==> config.mk <==
export PLATFORM = sky130hd
export DESIGN_NAME = dual_freq_seq
export DESIGN_NICKNAME = d
export VERILOG_FILES = /design/src/rtl/dfs_pkg.sv /design/src/rtl/dfs_counter.sv /design/src/rtl/dfs_ack_track.sv /design/src/rtl/dual_freq_seq.sv
export SDC_FILE = /design/constraint.sdc
export NUM_CORES = 1
export LEC_CHECK = 0
export ABC_AREA = 1
export ABC_CLOCK_PERIOD_IN_PS = 2730
export BUFFER_PORTS_ARGS = -buffer_cell sky130_fd_sc_hd__buf_2
export CAP_MARGIN = 15
export CORE_MARGIN = 5
export CORE_UTILIZATION = 50
export CTS_CLUSTER_SIZE = 12
export DETAILED_ROUTE_END_ITERATION = 12
export GPL_TIMING_DRIVEN = 0
export PLACE_DENSITY = 0.74
export SLEW_MARGIN = 10
export SYNTH_ARGS = -nofsm -noshare
export SYNTH_HDL_FRONTEND = slang
export SYNTH_SLANG_ARGS = --single-unit
==> constraint.sdc <==
create_clock -name clk -period 2.73 [get_ports clk]
set_input_delay 0.1365 -clock clk [delete_from_list [all_inputs] [get_ports clk]]
set_output_delay 0.1365 -clock clk [all_outputs]
set_load 0.005 [all_outputs]
==> src/rtl/dfs_pkg.sv <==
package dfs_pkg;
  localparam int NUM_CH = 2;

  typedef enum logic [2:0] {
    ST_IDLE,
    ST_WAIT,
    ST_SWITCH,
    ST_RELEASE,
    ST_CANCEL
  } seq_state_t;
endpackage

==> src/rtl/dfs_counter.sv <==
module dfs_counter #(
  parameter int W = 8
) (
  input  logic         clk,
  input  logic         rst,
  input  logic         clr,
  input  logic         en,
  output logic [W-1:0] cnt
);
  always_ff @(posedge clk) begin
    if (rst || clr) cnt <= '0;
    else if (en)    cnt <= cnt + 1'b1;
  end
endmodule

==> src/rtl/dfs_ack_track.sv <==
module dfs_ack_track (
  input  logic clk,
  input  logic rst,
  input  logic clr,
  input  logic sample,
  input  logic init_done,
  output logic acked,
  output logic ack_now
);
  assign ack_now = acked | (sample & ~init_done);

  always_ff @(posedge clk) begin
    if (rst || clr) acked <= 1'b0;
    else            acked <= ack_now;
  end

  // an acknowledge, once seen, is held until the next sequence starts
  a_r3_ack_sticky: assert property (@(posedge clk) disable iff (rst)
    (acked && !clr) |=> acked);
endmodule

==> src/rtl/dual_freq_seq.sv <==
module dual_freq_seq
  import dfs_pkg::*;
#(
  parameter int RATIO_W    = 2,
  parameter int WIN_W      = 8,
  parameter int SETTLE     = 4,
  parameter int INIT_RATIO = 1
) (
  input  logic               clk,
  input  logic               rst,
  input  logic               fc_req,
  input  logic [RATIO_W-1:0] fc_ratio_in,
  input  logic [WIN_W-1:0]   ack_window,
  input  logic [1:0]         ch_init_done,
  output logic [1:0]         ch_init_start,
  output logic [RATIO_W-1:0] freq_ratio,
  output logic               clk_switch_en,
  output logic               cmd_block,
  output logic               init_ready,
  output logic               busy,
  output logic               fc_done,
  output logic               fc_aborted
);
  localparam int SET_W = $clog2(SETTLE + 1);

  seq_state_t         st;
  logic [RATIO_W-1:0] tgt_ratio;
  logic [NUM_CH-1:0]  acked, ack_now;
  logic [WIN_W-1:0]   win_cnt;
  logic [SET_W-1:0]   set_cnt;
  logic               in_wait, win_expired, settle_end, cancel_ok;

  assign in_wait = (st == ST_WAIT);

  for (genvar g = 0; g < NUM_CH; g++) begin : g_ack
    dfs_ack_track u_ack (
      .clk      (clk),
      .rst      (rst),
      .clr      (st == ST_IDLE),
      .sample   (in_wait),
      .init_done(ch_init_done[g]),
      .acked    (acked[g]),
      .ack_now  (ack_now[g])
    );
  end

  dfs_counter #(.W(WIN_W)) u_win (
    .clk(clk), .rst(rst), .clr(!in_wait), .en(in_wait), .cnt(win_cnt)
  );

  dfs_counter #(.W(SET_W)) u_settle (
    .clk(clk), .rst(rst), .clr(st != ST_SWITCH), .en(st == ST_SWITCH), .cnt(set_cnt)
  );

  assign win_expired = ({1'b0, win_cnt} + 1'b1) >= {1'b0, ack_window};
  assign settle_end  = (set_cnt == SET_W'(SETTLE - 1));
  assign cancel_ok   = &(ch_init_done | ~acked);

  always_ff @(posedge clk) begin
    if (rst) begin
      st            <= ST_IDLE;
      tgt_ratio     <= RATIO_W'(INIT_RATIO);
      freq_ratio    <= RATIO_W'(INIT_RATIO);
      ch_init_start <= '0;
      clk_switch_en <= 1'b0;
      cmd_block     <= 1'b0;
      busy          <= 1'b0;
      fc_done       <= 1'b0;
      fc_aborted    <= 1'b0;
      init_ready    <= 1'b0;
    end else begin
      init_ready <= &ch_init_done;
      case (st)
        ST_IDLE: if (fc_req) begin
          st            <= ST_WAIT;
          tgt_ratio     <= fc_ratio_in;
          ch_init_start <= '1;
          busy          <= 1'b1;
          cmd_block     <= 1'b1;
          fc_done       <= 1'b0;
          fc_aborted    <= 1'b0;
        end
        ST_WAIT: begin
          if (&ack_now) begin
            st            <= ST_SWITCH;
            clk_switch_en <= 1'b1;
          end else if (win_expired) begin
            st            <= ST_CANCEL;
            ch_init_start <= '0;
          end
        end
        ST_SWITCH: if (settle_end) begin
          st            <= ST_RELEASE;
          clk_switch_en <= 1'b0;
          freq_ratio    <= tgt_ratio;
          ch_init_start <= '0;
        end
        ST_RELEASE: if (&ch_init_done) begin
          st        <= ST_IDLE;
          fc_done   <= 1'b1;
          busy      <= 1'b0;
          cmd_block <= 1'b0;
        end
        ST_CANCEL: if (cancel_ok) begin
          st         <= ST_IDLE;
          fc_aborted <= 1'b1;
          busy       <= 1'b0;
          cmd_block  <= 1'b0;
        end
        default: st <= ST_IDLE;
      endcase
    end
  end

  // both channels are started in the same cycle
  a_r2_start_together: assert property (@(posedge clk) disable iff (rst)
    $rose(busy) |-> (ch_init_start == 2'b11));
  // commands are held off for the whole sequence
  a_r7_block_covers_busy: assert property (@(posedge clk) disable iff (rst)
    busy |-> cmd_block);
  // the clock may switch only while both channels stay in the handshake
  a_r6_switch_needs_both: assert property (@(posedge clk) disable iff (rst)
    clk_switch_en |-> (ch_init_start == 2'b11));
  // the shared ratio moves only as the switch enable ends
  a_r4_ratio_at_switch_end: assert property (@(posedge clk) disable iff (rst)
    !$stable(freq_ratio) |-> $fell(clk_switch_en));
  // done follows both channels being seen complete
  a_r5_done_after_both: assert property (@(posedge clk) disable iff (rst)
    $rose(fc_done) |-> $past(&ch_init_done));
  // captured target is frozen during a sequence
  a_r9_target_frozen: assert property (@(posedge clk) disable iff (rst)
    (busy && $past(busy)) |-> $stable(tgt_ratio));
endmodule

# Yosys cells after proc, flatten, opt, wreduce, memory -nomap -nowiden
# Index checks and enable logic that the tools add are counted.
# totals
in_bits,15
reg_bits,27
wordCells,84
output_inout_bits,10
# op_classes
n_bitwise,8
n_mux,24
eq_ne,14
n_lt_le_gt_ge,1
n_reduce_logical,21
n_addsub,3
# ops
op,n
3-bit 2-to-1 mux,6
3-bit one-hot mux with 5 select lines,1
2-bit != test (second input constant),7
2-bit AND reduction,5
5-bit AND reduction,2
8-bit by 1-bit adder with 9-bit output (second input constant),1
3-bit by 2-bit equality test with 1-bit output (second input constant),3
9-bit by 8-bit greater-or-equal comparator with 1-bit output,1
3-bit AND reduction,3
8-bit by 1-bit adder with 8-bit output (second input constant),1
1-bit 2-to-1 mux,8
2-bit 2-to-1 mux,4
1-bit one-hot mux with 2 select lines,3
2-bit one-hot mux with 3 select lines,1
2-bit nonzero test,3
3-bit nonzero test,2
4-bit AND reduction,1
3-bit by 1-bit adder with 3-bit output (second input constant),1
3-bit by 1-bit equality test with 1-bit output (second input constant),1
3-bit equality test (second input constant),1
3-bit zero test,1
1-bit logical OR,3
3-bit by 2-bit != test with 1-bit output (second input constant),1
3-bit != test (second input constant),1
7 further kinds,10

# Logic depth before layout (Yosys ltp)
# logic_depth
ltp_word,6
ltp_mapped,17
depth_no_buf,17

# Modules after synthesis
# A second synthesis with hierarchy kept.
# unflattened
cells_unflattened,230
area_unflattened_um2,1591.5
# modules_own_cells
module,area_each_um2,instances,cells_each
dual_freq_seq,968.4,1,144
dfs_counter at u_win,377.9,1,50
dfs_counter at u_settle,130.1,1,18
dfs_ack_track,57.6,2,9

# Least setup slack after synthesis
# Ideal clock, no wire load.
# synth_timing
kind,register to register
start,register u_win.cnt[0]
end,register ch_init_start[0]
setup_time_ns,0.115
slack_ns,0.860
t_required_ns,2.615
path_buffers,0
stages_incl_launch_ff,12
synth_period_minus_slack_ns,1.870
arrival_time_ns,1.755
path_cell_list,dfxtp_1 ha_1 nand3_1 nor2_1 xor2_1 ha_1 a21oi_1 nand2_1 nand2_1 nand3_1 a21oi_1 nor2_1
# synth_via
elab_chain_cells,4
# synth_rtl
item,line,text
"start, declared",dfs_counter.sv:8,output logic [W-1:0] cnt
"start signal, assigned",dfs_counter.sv:12,else if (en) cnt <= cnt + 1'b1;
8-bit by 1-bit adder with 9-bit output,dual_freq_seq.sv:55,"assign win_expired = ({1'b0, win_cnt} + 1'b1) >= {1'b0, ack_window};"
9-bit by 8-bit greater-or-equal comparator with 1-bit output,dual_freq_seq.sv:55,
2-bit != test (no source line),n/a,
5-bit AND reduction (no source line),n/a,
"end signal, assigned",dual_freq_seq.sv:64,ch_init_start <= '0;
"end signal, assigned",dual_freq_seq.sv:77,ch_init_start <= '1;
"end signal, assigned",dual_freq_seq.sv:89,ch_init_start <= '0;
"end, declared",dual_freq_seq.sv:15,"output logic [1:0] ch_init_start,"
# Every way passes these cells.
# A chain may end at the register's enable or synchronous reset.

# Final worst setup path
# Same ends and word-level chain as after synthesis.

==> results_dict.tcl <==
set metrics [dict create \
    synth_compound_area_frac 0.0840 \
    start_util 0.518 \
    ys_top_cells_by_area "dfxtp_1 37%, nand2_1 10%, inv_1 9.8%" \
    nets 248 \
    clkSlewWorstSetupHoldPaths_ns 0.14 \
    clockBufferDepth 2 \
    endpoint_kind "flop" \
    wl_per_cell_um 9.37 \
    leakagePower_nw 0.858 \
    powerDensity_nw_per_um2 728 \
    cts_setup_buffers 0 \
    drive_gt1_frac 0.235 \
    crit_path_start "u_win.cnt[0]$_SDFFE_PP0N_" \
    grtUsageTotal 0.136 \
    netlist_area_um2 1420 \
    clock-sinks 26 \
    crit_required_ns 2.96 \
    synthToLayoutAreaGrowth_pct 13.4 \
    drt_first_pass_iters 4 \
    grt_pass1_wl_um 4510 \
    syn_nets 220 \
    cp_max_fo 4 \
    routed-via-count 1170 \
    reg2reg_slack_ns 0.61 \
    synth_top_cell_by_area "dfxtp_1" \
    period_share 0.777 \
    die_x_um 63.2 \
    cts_tree "yes" \
    synth_warnings 0 \
    hold_viol_final 0 \
    ant_nets 0 \
    timing.fmax_ghz 0.471 \
    ys_seq_elements 26 \
    yosys.area.top_type_share 0.368 \
    slew_viol_final 0 \
    cap_viol_max_count 0 \
    cts_hold_buf 0 \
    fp-row-count 19 \
    skew_ns 0.00384 \
    grt_max_degree 15 \
    rr_startpoint "u_win.cnt[0]$_SDFFE_PP0N_" \
    gp_congestion 0.796 \
    grt_pass1_vias 1154 \
    path_class "flop to flop" \
    synth_seq_area_share 0.368 \
    wl_um 2360 \
    synthXorXnorAreaFrac 0.0248 \
    clock_latency_ns 0.32 \
    cts_buffers 3 \
    maxSlewHeadroom 0.747 \
    place_inst 248 \
    drc 0 \
    ctsRootBufferMaster "clkbuf_4" \
    setup_viol_count_final 0 \
    hp-class "input port to flop" \
    core_area_um2 2730 \
    pin_count 25 \
    grt_setup_unrepaired "false" \
    vdd_ir_drop_max_mv 0.433 \
    endpoint "ch_init_start[0]$_SDFFE_PP0P_" \
    status "completed" \
    synthSimpleGateAreaFrac 0.289 \
    synth_mux_area_frac 0 \
    vias_per_cell 4.64 \
    worstPathArrival_ns 2.36 \
    port_buffers 23 \
    setup_tns_ns 0 \
    h-tree-depth 1 \
    final_cell_mix "39 x nand2_1, 37 x inv_1, 26 x dfxtp_1" \
    r2r_cells 14 \
    dpl.hpwl_um 1900 \
    cp-start-kind "flop" \
    synthCells 194 \
    fin_cells 252 \
    syn_avg_cell_area_um2 7.29 \
    tightest_slew_ns 0.380 \
    drtIter0Drc 31 \
    seq_area_um2 520 \
    cts_resized 0 \
    antenna_cells 0 \
    dieArea_um2 3990 \
    final_common_cell "nand2_1" \
    multiInputGateArea_um2 701 \
    overflow 0 \
    antenna_found_initial 0 \
    die-height_um 63.2 \
    ys_types 27 \
    synth_top_family_by_area "simple AND/OR/NAND/NOR gates" \
    reg2reg_to "ch_init_start[0]$_SDFFE_PP0P_" \
    synthAdderAreaFrac 0.0973 \
    min_period_ns 2.12 \
    fill_cells 244 \
]
[where the power goes]
group	switching (W)	internal, W
logic	0.000314	0.000192
clock network	0.000112	0.0000817
registers	0.0000366	0.000431
[logic make-up after synthesis]
| logic type | count (synthesis) |
|---|---|
| AND/OR/NAND/NOR | 87 |
| buffers and inverters | 47 |
| XOR/XNOR | 4 |
| flip-flops | 26 |
| AO/OA/AOI/OAI | 19 |
| adder cells (fa/ha/maj) | 11 |
[metal layers]
metal | track usage | routed length (µm) | up-vias
met4 | 0.0753 | 63 | 0
met3 | 0.0213 | 138 | 5
met5 | 0 | 0 | -
met1 | 0.162 | 1090 | 493
li1 | - | - | 647
met2 | 0.229 | 1070 | 25
[cells in the mapped netlist, drive strengths merged]
cell	count
a31oi	1
xor2	4
ha	11
nor3b	2
a21oi	8
o21ai	7
o21bai	1
nor3	1
o22ai	1
nor2	25
nand2	43
dfxtp	26
nand3	15
o211ai	1
buf	2
clkbuf	2
nand4	1
inv	43
[registers in the layout, indices dropped and copies added, names as in the netlist, 2 cells and up]
register / count
u_win.cnt: 8
st: 3
u_settle.cnt: 3
freq_ratio: 2
g_ack.u_ack.acked: 2
tgt_ratio: 2
[worst min-delay path by stage]
stage / from / end / slack, ns / cells past startpoint
finish: fc_ratio_in[0] / tgt_ratio[0]$_SDFFE_PP1P_ / 0.01 / 3
CTS: fc_ratio_in[0] / tgt_ratio[0]$_SDFFE_PP1P_ / 0.01 / 3
floorplan: fc_ratio_in[0] / tgt_ratio[0]$_SDFFE_PP1P_ / 0.25 / 2
global placement: fc_ratio_in[0] / tgt_ratio[0]$_SDFFE_PP1P_ / 0.35 / 3
detailed placement: fc_ratio_in[0] / tgt_ratio[0]$_SDFFE_PP1P_ / 0.36 / 3
global route: fc_ratio_in[0] / tgt_ratio[0]$_SDFFE_PP1P_ / 0.04 / 3
[stage by stage]
stage          cell area [µm²]  hold WS, ns  power, W  setup WS, ns  utilization
3_5_place_dp              1570        0.356  0.000984         0.598        0.574
6_report                  1610       0.0149   0.00117         0.609        0.587
5_1_grt                   1610       0.0365   0.00129         0.358        0.587
3_3_place_gp              1570        0.349  0.000977         0.642        0.574
2_1_floorplan             1420        0.250  0.000874         0.860            -
4_1_cts                   1610       0.0130   0.00118         0.562        0.587
[area by class of cell]
class	count	share of cell area
Multi-Input combinational cell	121	0.436
Sequential cell	26	0.324
Inverter	43	0.101
Timing Repair Buffer	23	0.0717
Tap cell	31	0.0242
Clock buffer	4	0.0226
Buffer	4	0.0203
[worst max-delay path: stages (launching register included)]
cell	delay (ns)
dfxtp_1	0.40
ha_1	0.20
nand3_1	0.13
xor2_1	0.23
ha_1	0.28
nand2_1	0.09
inv_1	0.04
nand2_1	0.05
nand3_1	0.08
nand2_1	0.07
nand2_1	0.04
nand2_1	0.09
nand3_1	0.11
a21oi_1	0.15
nor2_1	0.06
Power figures use the tool's default switching activity.
